$ cat config.mk
export PLATFORM = sky130hd
export DESIGN_NAME = addr_xlate
export DESIGN_NICKNAME = d
export VERILOG_FILES = /design/src/rtl/addr_xlate.sv
export SDC_FILE = /design/constraint.sdc
export NUM_CORES = 1
export LEC_CHECK = 0
export BUFFER_PORTS_ARGS = -buffer_cell sky130_fd_sc_hd__buf_2
export CAP_MARGIN = 20
export CORE_ASPECT_RATIO = 1.1
export CORE_MARGIN = 2
export CORE_UTILIZATION = 65
export DETAILED_ROUTE_END_ITERATION = 7
export HOLD_SLACK_MARGIN = 0.1
export PLACE_DENSITY_LB_ADDON = 0.1
export SYNTH_ARGS = -nofsm -noshare
export SYNTH_HDL_FRONTEND = slang
export SYNTH_SLANG_ARGS = --single-unit
$ cat constraint.sdc
create_clock -name clk -period 17.05 [get_ports clk]
set_clock_uncertainty 0.05 [all_clocks]
set_input_delay 2.5575 -clock clk [delete_from_list [all_inputs] [get_ports clk]]
set_output_delay 2.5575 -clock clk [all_outputs]
set_load 0.02 [all_outputs]
$ cat src/rtl/addr_xlate.sv
module addr_xlate #(
  parameter int NWIN = 4,
  parameter int AW   = 32,
  parameter int LW   = 26,
  parameter int SW   = 4
) (
  input  logic            clk,
  input  logic            rst_n,
  input  logic            cfg_we,
  input  logic [SW-1:0]   cfg_sel,
  input  logic [AW-1:0]   cfg_wdata,
  input  logic            tx_valid_i,
  input  logic [AW-1:0]   tx_addr_i,
  output logic            tx_valid_o,
  output logic [LW-1:0]   tx_addr_o,
  input  logic            rx_valid_i,
  input  logic [AW-1:0]   rx_addr_i,
  output logic            rx_valid_o,
  output logic            rx_hit_o,
  output logic            rx_miss_o,
  output logic [$clog2(NWIN)-1:0] rx_win_o,
  output logic [AW-1:0]   rx_addr_o
);
  localparam int IW   = $clog2(NWIN);
  localparam int SUMW = AW + IW;

  logic [LW-1:0]   base_q;
  logic [AW-1:2]   len_q [NWIN];
  logic [AW-1:2]   off_q [NWIN];
  logic [SUMW-1:0] start [NWIN+1];
  logic [NWIN-1:0] hit_v;
  logic [IW-1:0]   win_idx;
  logic [AW-1:0]   local_a;

  always_ff @(posedge clk) begin
    if (!rst_n) base_q <= '0;
    else if (cfg_we && cfg_sel == SW'(0)) base_q <= cfg_wdata[LW-1:0];
  end

  assign start[0] = '0;

  for (genvar w = 0; w < NWIN; w++) begin : g_win
    always_ff @(posedge clk) begin
      if (!rst_n) begin
        len_q[w] <= '0;
        off_q[w] <= '0;
      end else if (cfg_we) begin
        if (cfg_sel == SW'(w + 1))        len_q[w] <= cfg_wdata[AW-1:2];
        if (cfg_sel == SW'(NWIN + 1 + w)) off_q[w] <= cfg_wdata[AW-1:2];
      end
    end

    assign start[w+1] = start[w] + SUMW'({len_q[w], 2'b00});
    assign hit_v[w]   = (len_q[w] != '0)
                      && (SUMW'(rx_addr_i) >= start[w])
                      && (SUMW'(rx_addr_i) <  start[w+1]);
  end

  always_comb begin
    win_idx = '0;
    local_a = '0;
    for (int w = 0; w < NWIN; w++) begin
      if (hit_v[w]) begin
        win_idx = IW'(w);
        local_a = {off_q[w], 2'b00} + rx_addr_i - start[w][AW-1:0];
      end
    end
  end

  always_ff @(posedge clk) begin
    if (!rst_n) begin
      tx_valid_o <= 1'b0;
      tx_addr_o  <= '0;
    end else begin
      tx_valid_o <= tx_valid_i;
      if (tx_valid_i) tx_addr_o <= tx_addr_i[LW-1:0] - base_q;
    end
  end

  always_ff @(posedge clk) begin
    if (!rst_n) begin
      rx_valid_o <= 1'b0;
      rx_hit_o   <= 1'b0;
      rx_miss_o  <= 1'b0;
      rx_win_o   <= '0;
      rx_addr_o  <= '0;
    end else begin
      rx_valid_o <= rx_valid_i;
      rx_hit_o   <= rx_valid_i && (hit_v != '0);
      rx_miss_o  <= rx_valid_i && (hit_v == '0);
      if (rx_valid_i) begin
        rx_win_o  <= win_idx;
        rx_addr_o <= (hit_v != '0) ? local_a : '0;
      end
    end
  end


  tx_lat_chk: assert property (@(posedge clk) disable iff (!rst_n)
    tx_valid_i |=> tx_valid_o);

  tx_idle_chk: assert property (@(posedge clk) disable iff (!rst_n)
    !tx_valid_i |=> !tx_valid_o);

  rx_lat_chk: assert property (@(posedge clk) disable iff (!rst_n)
    rx_valid_i |=> rx_valid_o);

  rx_idle_chk: assert property (@(posedge clk) disable iff (!rst_n)
    !rx_valid_i |=> !rx_valid_o);

  hit_xor_miss_chk: assert property (@(posedge clk) disable iff (!rst_n)
    rx_valid_o |-> (rx_hit_o != rx_miss_o));

  miss_zero_chk: assert property (@(posedge clk) disable iff (!rst_n)
    rx_miss_o |-> (rx_addr_o == '0 && !rx_hit_o));

  one_window_chk: assert property (@(posedge clk) disable iff (!rst_n)
    $onehot0(hit_v));

  low_bits_chk: assert property (@(posedge clk) disable iff (!rst_n)
    (rx_valid_i && hit_v != '0) |=> (rx_addr_o[1:0] == $past(rx_addr_i[1:0])));
endmodule

-- Word level (Yosys, flattened, before mapping)
Memory sizes are Yosys's and may differ from the RTL's.
Index checks and enable logic that the tools add are counted.
- add/subtract/negate cells: 11
- $mul: 0
- div/mod/pow operators: 0
- order comparisons: 8
- equality and inequality tests: 8
- shifts and indexed selects: 0
- multiplexer cells: 49
- bitwise logic cells: 8
- reduce and logical (&&, ||, !) cells: 18
- operators with widths (kind ; count):
    30-bit two-way mux ; 8
    32-bit two-way mux ; 5
    32-bit adder ; 4
    30-bit nonzero test ; 4
    32-bit subtractor ; 3
    32-bit by 34-bit < comparator with 1-bit output ; 2
    33-bit by 32-bit adder with 34-bit output ; 1
    34-bit by 32-bit adder with 34-bit output ; 1
    32-bit by 34-bit greater-or-equal comparator with 1-bit output ; 1
    1-bit two-way mux ; 34
    32-bit by 32-bit adder with 33-bit output ; 1
    32-bit by 33-bit greater-or-equal comparator with 1-bit output ; 1
    32-bit by 33-bit < comparator with 1-bit output ; 1
    32-bit by 1-bit greater-or-equal comparator with 1-bit output (second input constant) ; 1
    32-bit greater-or-equal comparator ; 1
    32-bit < comparator ; 1
    26-bit subtractor ; 1
    4-bit by 3-bit equality test with 1-bit output (second input constant) ; 4
    1-bit logical AND ; 11
    4-bit by 2-bit equality test with 1-bit output (second input constant) ; 2
    4-bit logical NOT ; 2
    1-bit bitwise OR ; 8
    4-bit by 1-bit equality test with 1-bit output (second input constant) ; 1
    4-bit equality test (second input constant) ; 1
    2 further kinds ; 3
- bits in registers: 90
- bits in latches: 0
- memory bits (writable): 240
- bits in read-only memories: 0
- logic and storage cells: 112
- memories kept: 2
- memory list (name ; words ; bits a word ; rd ports ; clocked after memory_dff ; write ports ; line ; text):
    len_q ; 4 ; 30 ; 4 ; 0 ; 4 ; 28 ; logic [AW-1:2] len_q [NWIN];
    off_q ; 4 ; 30 ; 4 ; 0 ; 4 ; 29 ; logic [AW-1:2] off_q [NWIN];

-- Logic depth before layout (Yosys ltp)
An unclocked memory read counts as a cell.
- word-level depth: 9
- mapped depth: 46

-- Worst setup path before layout
Ideal clock, no wire load.
- path kind: register to register
- start point: memory len_q[0][0] (netlist name)
- end point: register rx_addr_o[19]
- setup time: 117 ps
- data arrival time: 8128 ps
- path slack: 8755 ps
- stages on the path, launching flop included: 42
- buffers on the path: 1
- cell sequence: edfxtp_1 > ha_1 > fa_1 > a211o_1 > a2111oi_4 > o21ai_0 > nand3_1 > nand2_1 > a21o_1 > a21o_1 > xor2_1 > ha_1 > or3_1 > o211a_1 > o21a_1 > o21ai_0 > nand2b_1 > xor2_1 > [... 6 more ...] > a21bo_2 > a21oi_1 > a21o_1 > a21oi_1 > xor2_1 > ha_1 > nand4_1 > nor4_1 > nor4b_1 > a21oi_1 > o41ai_1 > o21ai_0 > nand4_1 > mux2i_1 > o31ai_4 > inv_2 > buf_2 > a22o_1
- RTL lines (item ; line ; text):
    start: declaration ; 28 ;
    end signal: assignment ; 93 ; rx_addr_o <= (hit_v != '0) ? local_a : '0;
    end: declaration ; 22 ; output logic [AW-1:0] rx_addr_o

==> summary.txt <==
DR pass1 iterations = 7
Cell Area, Placed = 30900 sq um
Top cells by count, synth = 361 x ha_1, 288 x inv_1, 254 x and2_1, 240 x edfxtp_1, 227 x a21oi_1
Slowest CP cell = edfxtp_1
Fin nets = 3891
Async set-reset flop share out of synthesis = 0%
Adder-Cell Fraction of Synth Area = 21.7%
I/O Buffers = 162
Cell family with most CP delay = compound AO/OA/AOI/OAI gates
Register area share after synthesis = 30.7%
CP startpoint kind = flop
Max stage delay on crit path = 0.58 ns
Final setup vio count = 0
Total global routing track utilization = 37.2%
Synthesized area per cell = 9.25 sq um
Max VDD drop = 81.7 uV
Data arrival, critical path = 11.51 ns
LEAKAGE = 14.3 nW
CP Data Required Time = 17.46 ns
Final critical-path share of the clock period = 65.1%
Sink Count = 330
Crit path buffers/inverters = 3
P_sw = 2.21 mW
Final hold slack = 0.399 ns
Yosys reg bits = 330
Hold Crit Class = flop to flop
Clk buf depth = 3
Layout Cells excl Fill = 3950
Overall power = 4.83 mW
Main combinational cell family by area after synthesis = adder cells
Final ANT Viol Nets = 0
Number of global-route vias before repair = 24300
I/O pins = 169
Die X-Extent = 207 um
Antenna violations before repair = 7
Post-synth EDFFs = 240
# fillers = 3305
Post-CTS setup buffers = 0
Final-report hold violation count = 0
MaxCap Viol Count = 0
Die Height = 227 um
CTS H-Tree Depth = 2
Largest net degree at the start of global routing = 58
Mapped cell area = 29400 sq um
P&R area growth vs syn = 9.56%
Post-CTS resize count = 0
Post-DP HPWL = 70100 um
Routability cong. = 1.08
Top cells by area, synth = edfxtp_1 25%, ha_1 15%, fa_1 6.3%, dfxtp_1 6.1%, and2_1 5.4%
Int Power = 2.63 mW
Drt via density = 6.34
Core ar. = 44500 sq um
RSZ-0062 raised after global routing = no
Seq pwr share = 20.4%
Synth Net Count = 3731
Top cell type's share of synthesized area = 24.5%
Routed length per placed instance = 22.0 um
Post-synthesis mux area share = 1.40%
PD cells = 150 nW/um^2
Largest fanout on the critical path = 57
DRT iter0 DRCs = 2321
CTS Buf Count = 39
Root Driver = clkbuf_16
Netlist cell types = 84
Via count = 25100
CTS tree = done
Simple-gate share of the synthesized area = 17.4%
Compound-gate portion of the synthesized area = 17.8%
Cell mode on critical path = a21oi_1
Cell taking the most area after synthesis = edfxtp_1
Dpl cells = 3872
Fmax = 0.0901 GHz
WS Path Type = flop to flop
Top FF cell, synth = edfxtp_1
Combinational fraction of design power = 61.9%
Die area = 46900 sq um
Most common cell in the netlist = ha_1
# DRC = 0
Layout cells sized above 1 = 8.62%
Synth warnings = 0
First-pass GRT wire length = 132000 um
Xor/xnor share of the synthesized area = 6.35%
Clock-pin slew on the worst setup and hold paths = 0.06 ns
Crit path time final = 11.10 ns
Post-CTS Hold Buffers = 0
Final WL = 86900 um
Count of mapped cells out of synthesis = 3173
Slew margin rel. = 24.1%
Slew @ Worst Pin = 1.13 ns
Cell area after layout = 32200 sq um
Fin Setup TNS = 0 ns
Later-pin clock latency in the skew report = 0.58 ns
Clock power frac = 17.7%
Worst Setup End Kind = flop
Max Transition Viols Final = 0
Cell Rows = 81
GR Overflow Total = 0
Switch share = 45.7%
Initial Util = 66.0%
Outcome = finished, final reports clean
[metal layers]
layer | up-vias | track usage [%] | routed length (um)
met5 | - | 0 | 30
met4 | 6 | 17.6 | 4480
met3 | 226 | 6.60 | 7460
met2 | 1133 | 60.3 | 39400
met1 | 12000 | 48.1 | 35400
li1 | 11700 | - | -
[power by group through the flow]
stage,clock (mW),sequential (mW),combinational [mW]
detailed placement,0,1.00,2.91
floorplan,0,1.04,2.11
global placement,0,0.999,2.83
CTS,0.860,0.986,2.93
finish,0.855,0.986,2.99
global route,0.889,0.995,3.29
[placed cells by master, fill, tap and decap left out, types with 25 or more instances in the layout]
| cell type | count |
|---|---|
| ha_1 | 361 |
| inv_1 | 287 |
| and2_1 | 254 |
| edfxtp_1 | 240 |
| a21oi_1 | 227 |
| nand2_1 | 220 |
| nor2_1 | 181 |
| buf_2 | 162 |
| xnor2_1 | 132 |
| o21ai_0 | 130 |
| a21o_1 | 102 |
| fa_1 | 92 |
| dfxtp_1 | 90 |
| xor2_1 | 81 |
| nand3_1 | 62 |
| clkbuf_16 | 46 |
| nor3_1 | 43 |
| o21a_1 | 39 |
| a31oi_1 | 39 |
| mux2i_1 | 39 |
| nand2b_1 | 38 |
| nor4_1 | 36 |
| nand4_1 | 33 |
| o21bai_1 | 31 |
| nor2b_1 | 29 |
| and3_1 | 25 |
| o211ai_1 | 25 |
| buf_4 | 25 |
[area by class of cell]
type	count	area, sq um	area share, %
sequential	330	9010	28.0
multi-input combinational	2485	19000	59.2
timing repair buffer	188	1000	3.12
antenna	6	15.0	0.0467
clock buffer	58	1220	3.78
tap	581	727	2.26
inverter	289	1080	3.37
clock inverter	13	73.8	0.230
[worst min-delay path, stage by stage, from the launching register on]
cell and delay [ns]:
dfxtp_1 0.32, nand2_1 0.04, o21ai_0 0.05
[path summary, 6_finish.rpt]
kind | start | to | slack, ns | cells after the start
setup / recovery | len_q[0][0] | rx_addr_o[18] | 5.95 | 43
hold reg to reg | rx_addr_o[12] | rx_addr_o[12] | 0.40 | 2
hold / removal | rx_addr_o[12] | rx_addr_o[12] | 0.40 | 2
setup reg to reg | len_q[0][0] | rx_addr_o[18] | 5.95 | 43
[per-stage QoR]
step | worst slack, ns | utilization, %
after floorplan | 8.76 | -
after global placement | 6.29 | 69.3
after detailed placement | 6.09 | 69.3
after CTS | 6.07 | 72.2
after global routing | 5.47 | 72.3
final | 5.95 | 72.3
[cell families (layout without fill, tap and decap cells)]
family                   count (synthesis)  after routing
AND/OR/NAND/NOR                        988            988
AO/OA/AOI/OAI                          790            790
adder cells (fa/ha/maj)                453            453
buffers and inverters                  358            548
flip-flops                             330            330
XOR/XNOR                               213            213
multiplexers                            41             41
other                                    0              6
[sequential cells by signal, summed over array words and instances (netlist names)]
signal / cells
tx_valid_o: 1
len_q: 120
tx_addr_o: 26
rx_addr_o: 32
base_q: 26
rx_win_o: 2
rx_miss_o: 1
rx_valid_o: 1
rx_hit_o: 1
off_q: 120
Note: power is estimated with default switching activity, not from simulation.
